[src/rtl/sync_frame_rx.sv]
module sync_frame_rx #(
  parameter int DATA_W      = 8,
  parameter int SYNC_STAGES = 2
) (
  input  logic              clk,
  input  logic              rst_n,
  input  logic              link_clk,
  input  logic              link_dat,
  output logic              valid,
  output logic [DATA_W-1:0] rx_byte,
  output logic              parity_err,
  output logic              stop_err,
  output logic              brk
);
  localparam int FRAME_LEN = DATA_W + 3;
  localparam int CNT_W     = $clog2(FRAME_LEN + 1);
  localparam logic [CNT_W-1:0] LAST_IDX = CNT_W'(FRAME_LEN - 1);
  localparam logic [CNT_W-1:0] RUN_MAX  = CNT_W'(FRAME_LEN);

  logic [SYNC_STAGES-1:0] ck_sync, dt_sync;
  logic                   ck_q, samp, armed, brk_pend;
  logic [DATA_W:0]        shreg;
  logic [CNT_W-1:0]       nbits, zrun;

  wire ck_s   = ck_sync[SYNC_STAGES-1];
  wire dt_s   = dt_sync[SYNC_STAGES-1];
  wire rise   = ck_s & ~ck_q;
  wire fall   = ~ck_s & ck_q;
  wire bit_go = fall & armed;

  wire [CNT_W-1:0] zrun_nx = samp ? '0 : (zrun == RUN_MAX ? zrun : zrun + 1'b1);
  wire brk_hit  = brk_pend | (zrun_nx == RUN_MAX);
  wire par_bad  = ^shreg;
  wire stop_bad = ~samp;

  always_ff @(posedge clk) begin
    if (!rst_n) begin
      ck_sync    <= '0;
      dt_sync    <= '0;
      ck_q       <= 1'b0;
      samp       <= 1'b0;
      armed      <= 1'b0;
      brk_pend   <= 1'b0;
      shreg      <= '0;
      nbits      <= '0;
      zrun       <= '0;
      valid      <= 1'b0;
      rx_byte    <= '0;
      parity_err <= 1'b0;
      stop_err   <= 1'b0;
      brk        <= 1'b0;
    end else begin
      ck_sync    <= {ck_sync[SYNC_STAGES-2:0], link_clk};
      dt_sync    <= {dt_sync[SYNC_STAGES-2:0], link_dat};
      ck_q       <= ck_s;
      valid      <= 1'b0;
      parity_err <= 1'b0;
      stop_err   <= 1'b0;
      brk        <= 1'b0;
      if (rise) samp <= dt_s;
      if (fall) armed <= 1'b1;
      if (bit_go) begin
        zrun <= zrun_nx;
        if (brk_hit) begin
          nbits <= '0;
          if (samp) begin
            brk      <= 1'b1;
            brk_pend <= 1'b0;
          end else begin
            brk_pend <= 1'b1;
          end
        end else if (nbits == '0 && samp) begin
          nbits <= '0;
        end else if (nbits == LAST_IDX) begin
          nbits      <= '0;
          valid      <= ~par_bad & ~stop_bad;
          parity_err <= par_bad;
          stop_err   <= stop_bad;
          if (!par_bad && !stop_bad) rx_byte <= shreg[DATA_W-1:0];
        end else begin
          shreg <= {samp, shreg[DATA_W:1]};
          nbits <= nbits + 1'b1;
        end
      end
    end
  end
endmodule

[config.mk]
export PLATFORM = sky130hd
export DESIGN_NAME = sync_frame_rx
export DESIGN_NICKNAME = d
export VERILOG_FILES = /design/src/rtl/sync_frame_rx.sv
export SDC_FILE = /design/constraint.sdc
export NUM_CORES = 1
export LEC_CHECK = 0
export BUFFER_PORTS_ARGS = -buffer_cell sky130_fd_sc_hd__buf_2
export CAP_MARGIN = 20
export CORE_MARGIN = 3
export CORE_UTILIZATION = 45
export CTS_BUF_LIST = sky130_fd_sc_hd__clkbuf_8
export CTS_CLUSTER_DIAMETER = 150
export DETAILED_ROUTE_END_ITERATION = 7
export MAX_ROUTING_LAYER = met4
export PLACE_DENSITY = 0.68
export SLEW_MARGIN = 20
export SYNTH_ARGS = -nofsm -noshare
export SYNTH_HDL_FRONTEND = slang
export SYNTH_SLANG_ARGS = --single-unit
[constraint.sdc]
create_clock -name clk -period 2.1 [get_ports clk]
set_input_delay 0.525 -clock clk [delete_from_list [all_inputs] [get_ports clk]]
set_output_delay 0.525 -clock clk [all_outputs]
set_load 0.01 [all_outputs]
==> results of run 1 <==
==> flip-flops by register name, indices dropped and copies added (netlist names), 2 cells and up <==
name     cells
shreg        9
rx_byte      8
nbits        4
zrun         4
ck_sync      2
dt_sync      2
==> worst max path at each step <==
stage,to,slack (ns),cells after the start
after global placement,shreg[2],0.05,8
final,stop_err,0.08,7
after floorplan,shreg[0],0.009,8
after CTS,rx_byte[5],0.003,8
after detailed placement,rx_byte[5],0.01,9
after global routing,stop_err,-0.02,7
==> cell usage in the layout (no fill, tap or decap), drive strengths merged, types with 2 or more instances in the layout <==
master | synthesis | layout
mux2i | 9 | 9
a21oi | 13 | 13
nand2b | 3 | 3
xor2 | 2 | 2
dfxtp | 37 | 37
a32oi | 2 | 2
nor2 | 21 | 21
nand3 | 11 | 11
buf | 2 | 24
nand2 | 12 | 12
xnor2 | 4 | 4
o211ai | 3 | 3
inv | 5 | 5
nand3b | 3 | 3
nor2b | 3 | 3
clkinv | 1 | 3
and3 | 4 | 4
nor3 | 5 | 5
and2 | 6 | 6
a22oi | 2 | 2
a211oi | 2 | 2
ha | 4 | 4
clkbuf | 6 | 6
o21ai | 15 | 15
==> final cells by class <==
type | count | share of cell area
clock inverter | 2 | 0.006720
multi-input combinational | 134 | 0.4759
sequential | 37 | 0.3629
tap | 46 | 0.02810
inverter | 6 | 0.01100
clock buffer | 6 | 0.04032
timing repair buffer | 24 | 0.07514
==> critical path, cell delays in order (launching register included) <==
cell and delay [ns]:
dfxtp_2 0.34, ha_4 0.27, nor4bb_4 0.28, a211oi_2 0.09, a211oi_1 0.43, a2111oi_4 0.16
buf_4 0.19, and3_1 0.15
==> cell families (layout without fill, tap and decap cells) <==
family / count (synthesis) / in the layout / share of synthesized area
DFF: 37 / 37 / 0.4451
buffers and inverters: 14 / 38 / 0.03835
xor gates and xnor gates: 7 / 7 / 0.04963
AOI/OAI and AO/OA: 45 / 45 / 0.1805
muxes: 9 / 9 / 0.05414
adders and majority gates: 4 / 4 / 0.03008
and+or+nand+nor: 69 / 69 / 0.2023
==> routing by layer <==
layer  wire [um]  up-vias  track usage  share of wire
met3         179        2      0.04216          0.052
li1            -      693            -              -
met4          17        0      0.04061         0.0049
met2        1654       28       0.2537           0.48
met5           0        -            -              0
met1        1599      653       0.2302           0.46
==> repair_timing <==
action	in CTS	in global routing
resized for setup	0	31
hold endpoints to repair	0	0
buffers inserted	0	0
endpoints found under the setup margin	0	23
==> power by group <==
part           internal [mW]  leakage [nW]  switching, mW
Combinational        0.00801         0.517         0.0149
Clock                  0.266        0.0512          0.238
Sequential             0.706         0.300        0.00303
Total                  0.980         0.868          0.256
==> through the flow <==
| stage | setup slack, ns | hold WS (ns) | power, mW | cell area, um2 | util |
|---|---|---|---|---|---|
| final | 0.08498 | 0.4405 | 1.236 | 2048 | 0.5951 |
| after detailed placement | 0.01152 | 0.4273 | 0.7473 | 1815 | 0.5274 |
| after global routing | -0.02418 | 0.4468 | 1.291 | 2048 | 0.5951 |
| after global placement | 0.05191 | 0.4186 | 0.7464 | 1815 | 0.5274 |
| after floorplan | 0.008931 | 0.4119 | 0.7394 | 1664 | - |
| after CTS | 0.003202 | 0.4454 | 1.251 | 1912 | 0.5554 |
==> qor.yml, run 1 <==
clocking:
  clkSinkCount: 37
  cts_made_buffers: 5
  tritoncts: "done"
  htree_levels: 2
  clk_path_buf_depth: 2
  clk_latency_ns: 0.28
  path_clk_slew_ns: 0.07
  clockRootBuffer: "clkbuf_8"
  cts.hold.buffers_added: 0
cells_and_area:
  synthToLayoutAreaGrowth_pct: 23.08
  multiInputGateArea_um2: 974.7
  num-fill-cells: 303
  antenna_cells: 0
  layout-drive-gt1-share: 0.2679
  register_area_um2: 743.2
  finalNetCount: 216
  final_cells: 255
worst_setup_path:
  r2r-end: "stop_err"
  worstPathArrival_ns: 2.19
  critPathLaunchType: "register"
  path_class: "register to register"
  crit_start: "zrun[0]"
  path_max_fanout: 4
  r2r_setup_slack_ns: 0.08
  reg2reg_depth: 7
  rr_startpoint: "zrun[0]"
  cp.required_ns: 2.27
  endpoint_kind: "register"
min_path:
  hold_path.class: "register to register"
  hp-start: "dt_sync[0]"
  hold_end: "dt_sync[1]"
  min_delay_path_depth: 1
timing:
  skew_ns: 0.004404
  slew_headroom: 0.6906
  slew_violations: 0
  period_minus_slack_ns: 2.015
  fin_setup_tns_ns: 0
  setup_viol: 0
  fin_crit_sh: 0.9595
  fmax_ghz: 0.4963
  worst_slew_pin_slew_ns: 0.4600
  hold_viol_final: 0
  grt_setup_unrepaired: "true"
logic_synthesis:
  synthCells: 185
  synth_common_cells: "dfxtp_1 (37), nor2_1 (21), o21ai_0 (14)"
  synth-seq-cells: 37
  synth-edff-count: 0
  synth_nets: 193
  synth_seq_area_share: 0.4451
  synth_top_area_share: 0.4451
  yosysMostFrequentCell: "dfxtp_1"
  yosys.area.top_type: "dfxtp_1"
  synthesis.area_um2: 1664
  yosysWarnings: 0
  avgSynthCellArea_um2: 8.995
  synthTopCellsByArea: "dfxtp_1 (45%), mux2i_1 (5.4%), nor2_1 (4.7%)"
  synth_ff_type: "dfxtp_1"
  yosysUniqueCellTypes: 38
  synthArstFlopShare: 0
grt:
  antenna_found_initial: 0
  first_global_vias: 1252
  grtUsageTotal: 0.1695
  gr-total-overflow: 0
  grt_max_degree: 18
  grt_pass1_wl_um: 5651
detailed_routing:
  drt_iter0_markers: 92
  ant_nets: 0
  wirelength_um: 3450
  dr.pass1.iters: 4
  num_vias: 1376
  avgViaCountPerCell: 5.396
  wl_per_cell_um: 13.53
  drcViolationCount: 0
die:
  row_count: 21
  die_height_um: 66.81
  pin_count: 16
  coreArea_um2: 3442
  initial_utilization: 0.4835
  dieArea_um2: 4464
  dieWidth_um: 66.81
power:
  vdd_drop_max_uv: 670.5
  leakage_nw: 0.8684
  power_per_cell_area_nw_per_um2: 603.5
status:
  status: "finished, final reports clean"
placed_design:
  gp_congestion: 0.9040
  portBuffers: 15
  dp_cells: 246
  dp_hpwl_um: 2494
flow_run:
  maxCapViolations: 0
Power figures use the tool's default switching activity.
==> inputs of run 2 (changes only) <==
Settings changed: CTS_CLUSTER_DIAMETER 150 to 60, PLACE_DENSITY 0.68 to 0.65, SETUP_SLACK_MARGIN set to 0.15.
Clock period 2.1 ns to 1.9 ns, I/O delays scaled along.
==> run 2 against run 1 <==
Compared with the run above: wire length rose by 12%; register-to-register slack got worse by 0.26 ns; critical path depth rose by 2; global-route usage rose by 2.3 points; the flow now finishes with violations (setup timing); worst hold slack got worse by 0.051 ns; via count rose by 7.3%; final cell count rose by 5.5%; flip-flop and latch count did not move; combinational power rose by 36%; maximum frequency fell by 2.7%; power rose by 23%; clock skew rose by 0.0032 ns.
==> qor.yml, run 2 (synthesized netlist as in run 1, its figures left out) <==
timing:
  skew_ns: 0.007617
  slew_headroom: 0.7109
  fmax_ghz: 0.4828
  hold_viol_final: 0
  period_minus_slack_ns: 2.071
  worst_slew_pin_slew_ns: 0.4298
  slew_violations: 0
  grt_setup_unrepaired: "true"
  fin_setup_tns_ns: -3.283
  fin_ws_ns: -0.1711
  setup_viol: 23
  fin_crit_sh: 1.090
status:
  violations: "setup timing"
  status: "complete, but fails checks"
worst_setup_path:
  path_max_fanout: 9
  endpoint_kind: "register"
  reg2reg_depth: 9
  worst-path-buf-inv: 2
  r2r_setup_slack_ns: -0.17
  rr_startpoint: "zrun[1]"
  r2r-end: "shreg[2]"
  path_class: "register to register"
  cp_num_cells: 9
  critPathLaunchType: "register"
  worstPathArrival_ns: 2.26
  cp.required_ns: 2.09
  cp_cell_sequence: "ha_4 -> nor4bb_4 -> a211oi_2 -> buf_4 -> a211o_4 -> o21ai_4 -> buf_12 -> mux2i_1 -> nor2_1"
  path_delay_family: "compound AO/OA/AOI/OAI gates"
  cpPeakStageDelay_ns: 0.34
  slowest_stage: "dfxtp_2"
clocking:
  clk_latency_ns: 0.29
  cts.hold.buffers_added: 0
  htree_levels: 2
  tritoncts: "done"
  clockRootBuffer: "clkbuf_8"
  path_clk_slew_ns: 0.08
  clk_path_buf_depth: 2
  cts_made_buffers: 5
  clkSinkCount: 37
detailed_routing:
  wl_per_cell_um: 14.42
  met1_length_um: 1733
  drt_iter0_markers: 83
  wl_met3_um: 244
  avgViaCountPerCell: 5.487
  num_vias: 1476
  ant_nets: 0
  routed-wl-met2_um: 1828
  wirelength_um: 3880
  drcViolationCount: 0
  highest_layer: "met4"
  dr.pass1.iters: 4
cells_and_area:
  mostFrequentLayoutCells: "dfxtp_1 (35), nor2_1 (20), buf_2 (16), buf_4 (16)"
  largest-register: "shreg"
  register_area_um2: 743.2
  antenna_cells: 0
  synthToLayoutAreaGrowth_pct: 31.80
  num-fill-cells: 284
  final_common_cell: "dfxtp_1"
  layout-drive-gt1-share: 0.3004
  multiInputGateArea_um2: 964.7
  largest_registers: "shreg: 9 flops, rx_byte: 8 flops"
  largest_register_ffs: 9
  finalNetCount: 230
grt:
  antenna_found_initial: 0
  grtUsageTotal: 0.1929
  grt_max_degree: 18
  first_global_vias: 1400
  gr-total-overflow: 0
  grt_pass1_wl_um: 6320
min_path:
  hp-start: "link_clk"
  hold_end: "ck_sync[0]"
  min_delay_path_depth: 2
  hold_path.class: "input port to register"
placed_design:
  gp_congestion: 0.8800
  dp_hpwl_um: 2557
  dp_slack_ns: -0.1279
  portBuffers: 15
die:
  die_height_um: 66.81
  dieArea_um2: 4464
  initial_utilization: 0.4835
  row_count: 21
  pin_count: 16
  coreArea_um2: 3442
  dieWidth_um: 66.81
power:
  leakage_nw: 0.9598
  power_per_cell_area_nw_per_um2: 694.7
  vdd_drop_max_uv: 473.1
flow_run:
  maxCapViolations: 0
-- run 2: cell count changes in the layout (fill, tap and decap cells not counted), moves of 2 or more --
| cell | before | now |
|---|---|---|
| buf_12 | 0 | 2 |
| buf_4 | 6 | 16 |
| nor3_1 | 5 | 2 |
| nand3_2 | 6 | 2 |
| nor3_2 | 0 | 3 |
| nand3_1 | 5 | 9 |
-- run 2: metrics by stage --
stage | area, um2 | util | cells | hold slack, ns | total power, mW
floorplan | 1687 | - | 185 | 0.4119 | 0.8174
global placement | 1934 | 0.5620 | 256 | 0.4187 | 0.8300
detailed placement | 1934 | 0.5620 | 256 | 0.4248 | 0.8312
CTS | 2125 | 0.6172 | 266 | 0.3827 | 1.541
global route | 2193 | 0.6372 | 269 | 0.3923 | 1.577
finish | 2193 | 0.6372 | 269 | 0.3892 | 1.524
-- run 2: layout make-up --
class                           instances  share of cell area
Inverter                                6             0.01027
Clock buffer                            6             0.03765
Sequential cell                        37              0.3388
Timing Repair Buffer                   38              0.1301
Clock inverter                          2             0.01711
Multi-Input combinational cell        134              0.4398
Tap cell                               46             0.02624
-- run 2: what timing repair did --
action / CTS / global route
cloned: 1 / 0
resized for setup: 14 / 12
pin swaps: 12 / 3
setup buffers: 1 / 3
setup endpoints to repair: 23 / 25
-- run 2: power breakdown --
part	switching, mW	internal, mW	total, mW
Sequential	0.00299	0.781	0.784
Clock	0.282	0.426	0.709
Combinational	0.0190	0.0122	0.0311
Total	0.304	1.22	1.52
-- run 2: how the worst max path moves through the flow --
stage                  from          to  slack, ns
floorplan           zrun[0]    shreg[0]       0.03
global placement    zrun[0]    shreg[0]      -0.04
detailed placement  zrun[1]  rx_byte[0]      -0.13
CTS                 zrun[1]  rx_byte[3]      -0.16
global route        zrun[0]    shreg[4]      -0.28
finish              zrun[1]    shreg[2]      -0.17
-- run 2: worst reg2reg max path: stages (launching register included) --
cell and delay, ns:
dfxtp_2 0.34, ha_4 0.28, nor4bb_4 0.23, a211oi_2 0.08
buf_4 0.14, a211o_4 0.30, o21ai_4 0.19, buf_12 0.16
mux2i_1 0.18, nor2_1 0.05
-- run 2: per-layer routing --
layer	GRT usage	up-vias
li1	-	723
met1	0.2370	695
met2	0.2970	51
met3	0.05565	7
met4	0.07868	0
met5	-	-
